--- src/rtl/sercfg_pkg.sv ---
package sercfg_pkg;
  localparam int MW = 16;
  localparam logic [MW-1:0] KEEP_MASK = 16'hC147;
  localparam logic [MW-1:0] FIXED_ONE = 16'h0020;
  localparam logic [1:0]    KIND_UART = 2'b01;

  typedef struct packed {
    logic       clk_sel;
    logic       ext_clk;
    logic       edge_start;
    logic       rx_inv;
    logic [2:0] mode;
  } mode_fields_t;

  function automatic mode_fields_t unpack_word(input logic [MW-1:0] w);
    mode_fields_t f;
    f.clk_sel    = w[15];
    f.ext_clk    = w[14];
    f.edge_start = w[8];
    f.rx_inv     = w[6];
    f.mode       = w[2:0];
    return f;
  endfunction

  function automatic logic [MW-1:0] pack_word(input mode_fields_t f);
    logic [MW-1:0] w;
    w       = FIXED_ONE;
    w[15]   = f.clk_sel;
    w[14]   = f.ext_clk;
    w[8]    = f.edge_start;
    w[6]    = f.rx_inv;
    w[2:0]  = f.mode;
    return w;
  endfunction
endpackage

--- src/rtl/sercfg_sync.sv ---
module sercfg_sync #(
  parameter int   STAGES  = 2,
  parameter logic RST_VAL = 1'b0
) (
  input  logic clk,
  input  logic rst_n,
  input  logic din,
  output logic dout
);
  logic [STAGES-1:0] chain_q;

  generate
    for (genvar i = 0; i < STAGES; i++) begin : g_stage
      if (i == 0) begin : g_first
        always_ff @(posedge clk or negedge rst_n) begin
          if (!rst_n) chain_q[0] <= RST_VAL;
          else        chain_q[0] <= din;
        end
      end else begin : g_next
        always_ff @(posedge clk or negedge rst_n) begin
          if (!rst_n) chain_q[i] <= RST_VAL;
          else        chain_q[i] <= chain_q[i-1];
        end
      end
    end
  endgenerate

  assign dout = chain_q[STAGES-1];
endmodule

--- src/rtl/sercfg_modereg.sv ---
module sercfg_modereg
  import sercfg_pkg::*;
(
  input  logic          clk,
  input  logic          rst_n,
  input  logic          wr_en,
  input  logic [MW-1:0] wr_data,
  input  logic          chan_en,
  output mode_fields_t  fields,
  output logic [MW-1:0] rd_data
);
  mode_fields_t fld_q, fld_d, wr_f;

  always_comb begin
    wr_f  = unpack_word(wr_data);
    fld_d = fld_q;
    if (wr_en) begin
      if (chan_en) fld_d.mode[0] = wr_f.mode[0];
      else         fld_d = wr_f;
    end
  end

  always_ff @(posedge clk or negedge rst_n) begin
    if (!rst_n) fld_q <= unpack_word(FIXED_ONE);
    else        fld_q <= fld_d;
  end

  assign fields  = fld_q;
  assign rd_data = pack_word(fld_q);
endmodule

--- src/rtl/sercfg_clkgen.sv ---
module sercfg_clkgen #(
  parameter int DIV_W  = 7,
  parameter int SYNC_N = 2
) (
  input  logic             clk,
  input  logic             rst_n,
  input  logic             chan_en,
  input  logic             clk_sel,
  input  logic             ext_clk,
  input  logic             pclk_en0,
  input  logic             pclk_en1,
  input  logic [DIV_W-1:0] div_val,
  input  logic             sck_in,
  output logic             op_clk_en,
  output logic             xfer_clk_en
);
  localparam int CNT_W = DIV_W + 1;

  logic [CNT_W-1:0] cnt_q, cnt_d;
  logic [CNT_W-1:0] last_cnt;
  logic             div_hit;
  logic             div_pls_q, div_pls_d;
  logic             sck_s, sck_hist_q, sck_pls_q, sck_pls_d;

  assign op_clk_en = clk_sel ? pclk_en1 : pclk_en0;
  assign last_cnt  = {div_val, 1'b1};
  assign div_hit   = (cnt_q >= last_cnt);

  always_comb begin
    cnt_d     = cnt_q;
    div_pls_d = 1'b0;
    if (!chan_en || ext_clk) begin
      cnt_d = '0;
    end else if (op_clk_en) begin
      if (div_hit) begin
        cnt_d     = '0;
        div_pls_d = 1'b1;
      end else begin
        cnt_d = cnt_q + 1'b1;
      end
    end
  end

  sercfg_sync #(.STAGES(SYNC_N), .RST_VAL(1'b0)) u_sck_sync (
    .clk   (clk),
    .rst_n (rst_n),
    .din   (sck_in),
    .dout  (sck_s)
  );

  assign sck_pls_d = ext_clk & (sck_s ^ sck_hist_q);

  always_ff @(posedge clk or negedge rst_n) begin
    if (!rst_n) begin
      cnt_q      <= '0;
      div_pls_q  <= 1'b0;
      sck_hist_q <= 1'b0;
      sck_pls_q  <= 1'b0;
    end else begin
      cnt_q      <= cnt_d;
      div_pls_q  <= div_pls_d;
      sck_hist_q <= sck_s;
      sck_pls_q  <= sck_pls_d;
    end
  end

  assign xfer_clk_en = ext_clk ? sck_pls_q : div_pls_q;
endmodule

--- src/rtl/sercfg_startgen.sv ---
module sercfg_startgen #(
  parameter int SYNC_N = 2
) (
  input  logic       clk,
  input  logic       rst_n,
  input  logic       op_clk_en,
  input  logic       edge_start,
  input  logic       rx_inv,
  input  logic [2:0] mode,
  input  logic       start_set,
  input  logic       rxd_in,
  output logic       start_pulse,
  output logic       rx_data
);
  import sercfg_pkg::*;

  logic rxd_s, rxd_prev_q, rxd_prev_d;
  logic armed_q, armed_d;
  logic pls_q, pls_d;
  logic fall_seen;

  sercfg_sync #(.STAGES(SYNC_N), .RST_VAL(1'b1)) u_rxd_sync (
    .clk   (clk),
    .rst_n (rst_n),
    .din   (rxd_in),
    .dout  (rxd_s)
  );

  assign fall_seen = op_clk_en & rxd_prev_q & ~rxd_s;

  always_comb begin
    rxd_prev_d = op_clk_en ? rxd_s : rxd_prev_q;
    armed_d    = armed_q;
    pls_d      = 1'b0;
    if (!edge_start) begin
      armed_d = 1'b0;
      pls_d   = start_set;
    end else begin
      if (armed_q && fall_seen) begin
        pls_d   = 1'b1;
        armed_d = 1'b0;
      end
      if (start_set) armed_d = 1'b1;
    end
  end

  always_ff @(posedge clk or negedge rst_n) begin
    if (!rst_n) begin
      rxd_prev_q <= 1'b1;
      armed_q    <= 1'b0;
      pls_q      <= 1'b0;
    end else begin
      rxd_prev_q <= rxd_prev_d;
      armed_q    <= armed_d;
      pls_q      <= pls_d;
    end
  end

  assign start_pulse = pls_q;
  assign rx_data     = rxd_s ^ (rx_inv & (mode[2:1] == KIND_UART));
endmodule

--- src/rtl/sercfg_chan.sv ---
module sercfg_chan
  import sercfg_pkg::*;
#(
  parameter int DIV_W  = 7,
  parameter int SYNC_N = 2
) (
  input  logic             clk,
  input  logic             rst_n,
  input  logic             wr_en,
  input  logic [15:0]      wr_data,
  output logic [15:0]      rd_data,
  input  logic             chan_en,
  input  logic             start_set,
  input  logic             pclk_en0,
  input  logic             pclk_en1,
  input  logic [DIV_W-1:0] div_val,
  input  logic             sck_in,
  input  logic             rxd_in,
  output logic             op_clk_en,
  output logic             xfer_clk_en,
  output logic             start_pulse,
  output logic             rx_data,
  output logic [2:0]       mode_sel
);
  mode_fields_t fields;

  sercfg_modereg u_reg (
    .clk     (clk),
    .rst_n   (rst_n),
    .wr_en   (wr_en),
    .wr_data (wr_data),
    .chan_en (chan_en),
    .fields  (fields),
    .rd_data (rd_data)
  );

  sercfg_clkgen #(.DIV_W(DIV_W), .SYNC_N(SYNC_N)) u_clk (
    .clk         (clk),
    .rst_n       (rst_n),
    .chan_en     (chan_en),
    .clk_sel     (fields.clk_sel),
    .ext_clk     (fields.ext_clk),
    .pclk_en0    (pclk_en0),
    .pclk_en1    (pclk_en1),
    .div_val     (div_val),
    .sck_in      (sck_in),
    .op_clk_en   (op_clk_en),
    .xfer_clk_en (xfer_clk_en)
  );

  sercfg_startgen #(.SYNC_N(SYNC_N)) u_start (
    .clk         (clk),
    .rst_n       (rst_n),
    .op_clk_en   (op_clk_en),
    .edge_start  (fields.edge_start),
    .rx_inv      (fields.rx_inv),
    .mode        (fields.mode),
    .start_set   (start_set),
    .rxd_in      (rxd_in),
    .start_pulse (start_pulse),
    .rx_data     (rx_data)
  );

  assign mode_sel = fields.mode;
endmodule

--- config.mk ---
export PLATFORM = sky130hd
export DESIGN_NAME = sercfg_chan
export DESIGN_NICKNAME = d
export VERILOG_FILES = /design/src/rtl/sercfg_pkg.sv /design/src/rtl/sercfg_sync.sv /design/src/rtl/sercfg_modereg.sv /design/src/rtl/sercfg_clkgen.sv /design/src/rtl/sercfg_startgen.sv /design/src/rtl/sercfg_chan.sv
export SDC_FILE = /design/constraint.sdc
export NUM_CORES = 1
export LEC_CHECK = 0
export BUFFER_PORTS_ARGS = -buffer_cell sky130_fd_sc_hd__buf_2
export CAP_MARGIN = 0
export CORE_MARGIN = 4
export CORE_UTILIZATION = 35
export CTS_CLUSTER_DIAMETER = 80
export DETAILED_ROUTE_END_ITERATION = 8
export PLACE_DENSITY = 0.69
export SLEW_MARGIN = 40
export SYNTH_ARGS = -nofsm -noshare
export SYNTH_HDL_FRONTEND = slang
export SYNTH_SLANG_ARGS = --single-unit
export TNS_END_PERCENT = 20
--- constraint.sdc ---
create_clock -name clk -period 6.25 [get_ports clk]
set_input_delay 1.875 -clock clk [delete_from_list [all_inputs] [get_ports clk]]
set_output_delay 1.875 -clock clk [all_outputs]
set_load 0.02 [all_outputs]
---- After elaboration in Yosys (flattened, before gate mapping) ----
Index checks and enable logic that the tools add are counted.
operators by class
  $add $sub $neg .......................... 1
  $lt $le $gt $ge ......................... 1
  eq/ne operators ......................... 2
  muxes and demuxes ....................... 13
  bitwise gates (word level) .............. 8
  reduce and logical (&&, ||, !) cells .... 5
operators by type and width
  cell                 count
  $mux 8               3
  $mux 1               10
  $add 8x1->8 const B  1
  $ge 8x8->1           1
  $and 1x1->1          4
  $ne 3x2->1 const B   1
  $eq 2x1->1 const B   1
  $not 1->1            2
  $reduce_and 2->1     1
  $reduce_bool 2->1    1
  $xor 1x1->1          2
  $logic_and 1x1->1    1
  $logic_not 1->1      1
  $logic_or 1x1->1     1
word-level totals
  flip-flop bits (word level) ............. 25
  input bits .............................. 32
  output and inout port bits .............. 23
  word-level logic and storage cells ...... 47

---- Depth between registers and ports, before layout ----
  depth after elaboration ................. 7
  gate-level depth with buffers ........... 7
  depth with buffers taken out ............ 7

---- Modules after synthesis ----
A second synthesis with hierarchy kept.
unflattened totals
  cell total of the unflattened synthesis .. 131
  area, all modules ....................... 1438.9 sq um
modules (own cells, without submodules)
  module                             instances  cells each  area each (sq um)  seq. area each (sq um)
  sercfg_clkgen                      1          81          767.0              275.3
  sercfg_modereg                     1          34          429.2              175.2
  sercfg_startgen                    1          12          140.1              76.3
  sercfg_sync at u_start.u_rxd_sync  1          2           52.6               52.6
  sercfg_sync at u_clk.u_sck_sync    1          2           50.0               50.0

---- Least setup slack after synthesis ----
OpenSTA, ideal clock, no wires.
  path type ............................... input-to-output
  start ................................... in pclk_en1
  end ..................................... out op_clk_en
  arrival time ............................ 2.343 ns
  required time ........................... 4.375 ns
  path slack .............................. 2.032 ns
  cell stages on the path ................. 2
  buffers on the path ..................... 0
  cells stage by stage .................... mux2i_1 inv_2
between the ends
  word-level cells in the longest chain between the ends .. 1
ends and longest elaborated chain
  what                RTL line             source
  start: declaration  sercfg_chan.sv:15    input logic pclk_en1,
  $mux 1              sercfg_clkgen.sv:25  assign op_clk_en = clk_sel ? pclk_en1 : pclk_en0;
  end: declaration    sercfg_chan.sv:19    output logic op_clk_en,
Every way passes these cells.

---- Worst setup path after layout ----
Ends and elaborated chain as after synthesis.

==> run metrics <==
EDFF count, synth 0; register-to-register path setup slack 3.87 ns; CTS clock-pin slew for the worst setup and hold paths 0.08 ns; min-delay src u_start.u_rxd_sync.chain_q[0]$_DFF_PN1_; critical path capture point type output pin; CTS sink cnt 25; core area 3720 um2; Setup TNS 0 ns; gr ovfl total 0; Period minus WS final 4.63 ns; VDD IR max between 100 and 150 uV; via/cell ratio 4.68; cell taking the most area after synthesis dfrtp_1; Final Hold Vio Count 0; H-tree levels 1; R2R Path Start u_clk.cnt_q[5]$_DFFE_PN0P_; DRT Wirelength about 2400 um; largest net degree at the start of global routing 26; final net count between 200 and 250; Root Driver clkbuf_8; Largest register FFs 8; setup bufs post-CTS 0; area of the multi-input gates 606 um2; RSZ-0062 raised after global routing false; Non-Filler Instances between 200 and 250; # fillers 382; IO buf count 36; RR Endpoint u_clk.cnt_q[7]$_DFFE_PN0P_; FF+latch count, synth 25; path type of the worst setup path input pin to output pin; Antenna Nets Post-Route 0; status finished, final reports clean; Worst Hold Path EP u_start.u_rxd_sync.dout$_DFF_PN1_; mean area per synthesized cell 10.2 um2; Yosys top cell area share slightly above 40%; first-pass GRT wire length 3870 um; Post-Syn Area 1370 um2; FF-to-FF path depth 6; maximum buffer depth of the clock tree 2; CTS tree built; pwr dens ~230 nW/um2; Total GRT Usage 9.70%; hpwl dp 1850 um; layout cells sized above 1 between 30% and 40%; top_reg_cell synth dfrtp_1; static leakage 0.818 nW; startpoint types input pin; Area Growth Syn to Fin 13.7%; vias between 900 and 1000; Clock Skew about 0.0012 ns; cts repair resizes 0; synth unique cells 34; IO Pins 55; CP Max Fanout 7; Max Slew Vio Count 0; final setup vio count 0; pin slew with the least headroom to its limit 0.532 ns; Highest Clock Rate 216 MHz; DRT Pass-1 Iters 4; Biggest register u_clk.cnt_q; TritonCTS buffer count 3; initial antenna violation count 0; DRC violations left 0; leading post-synthesis cells by cell area dfrtp_1, buf_4, ha_1, mux2_2, dfstp_2; async set-reset flop share out of synthesis 100%; Max Cap Viol 0; Hold Crit Class flop to flop; crit path DAT 2.76 ns; count leader, synth dfrtp_1; Seq/Total Area, Yosys 46.1%; Die Area approximately 5000 um2; row count 22; ANT cells 0; placed cell count 208; Register Area 629 um2; Die Wd 70.5 um; GP Congestion roughly 0.76; top cells by count, synth dfrtp_1, buf_4, nand2_1; hold path depth 0; die height 70.5 um; clk_lat worst skew 0.26 ns; CTS Hold Buffers Added 0; Final period util 74.1%; initial drt markers 53; Initial Util 36.8%; DR WL/cell 11.2 um; Syn Inst Count ~130; vias in the first global route about 950; YS warnings 0; Rel. slew slack 63.6%; Worst Path Required 4.38 ns
-- worst max-delay path: stages --
cell	delay [ns]
buf_2	0.09
mux2i_1	0.43
inv_2	0.16
buf_2	0.20
-- power by group --
part           switching [mW]  leakage [nW]  internal [mW]
Combinational          0.0454         0.483         0.0279
Clock                  0.0483        0.0228         0.0455
Sequential            0.00937         0.312          0.175
Total                   0.103         0.818          0.249
-- per-stage QoR --
| step | setup slack, ns | util [%] | hold WS [ns] | instance area, um2 | total power [mW] |
|---|---|---|---|---|---|
| after floorplan | 2.03 | - | 0.331 | 1390 | 0.247 |
| after global placement | 1.63 | 40.6 | 0.334 | 1510 | 0.261 |
| after detailed placement | 1.63 | 40.6 | 0.347 | 1510 | 0.262 |
| after CTS | 1.63 | 41.8 | 0.363 | 1550 | 0.357 |
| after global routing | 1.53 | 41.8 | 0.364 | 1550 | 0.371 |
| final | 1.62 | 41.8 | 0.358 | 1550 | 0.352 |
-- layer usage --
| layer | track usage [%] | routed length [um] |
|---|---|---|
| met5 | 0 | 0 |
| met4 | 3.83 | 31 |
| met1 | 12.9 | 1160 |
| met2 | 15.0 | 991 |
| met3 | 2.45 | 189 |
-- worst max-delay path by stage --
stage / slack, ns / to / start
floorplan: 2.03 / op_clk_en / pclk_en1
global placement: 1.63 / op_clk_en / pclk_en1
detailed placement: 1.63 / op_clk_en / pclk_en1
CTS: 1.63 / op_clk_en / pclk_en1
global route: 1.53 / op_clk_en / pclk_en1
finish: 1.62 / op_clk_en / pclk_en1
-- cell families (layout without fill, tap and decap cells) --
logic type	Yosys count	after routing	synth area share, %
other	2	9	0.550
adder cells (fa/ha/maj)	8	8	7.33
AND/OR/NAND/NOR	40	40	15.2
flip-flops	25	25	46.1
multiplexers	9	9	7.33
buffers and inverters	26	49	11.5
XOR/XNOR	2	2	1.28
AO/OA/AOI/OAI	22	22	10.7
-- final cells by class --
type                       instances  share of cell area, %
multi-input combinational         90                   39.0
sequential                        25                   40.5
timing repair buffer              36                   11.6
inverter                           9                   2.17
clock buffer                       4                   2.90
tap                               48                   3.86
-- layout by cell type (no fill, tap or decap), types with 4 or more instances in the layout --
cell     instances
buf_2           36
dfrtp_1         22
inv_1            8
nand2_1         15
conb_1           9
mux2_2           8
ha_1             8
a21oi_1          8
or3_1            4
a21o_1           5
nand3_1          5
No activity file was read; power rests on OpenSTA's default activity.
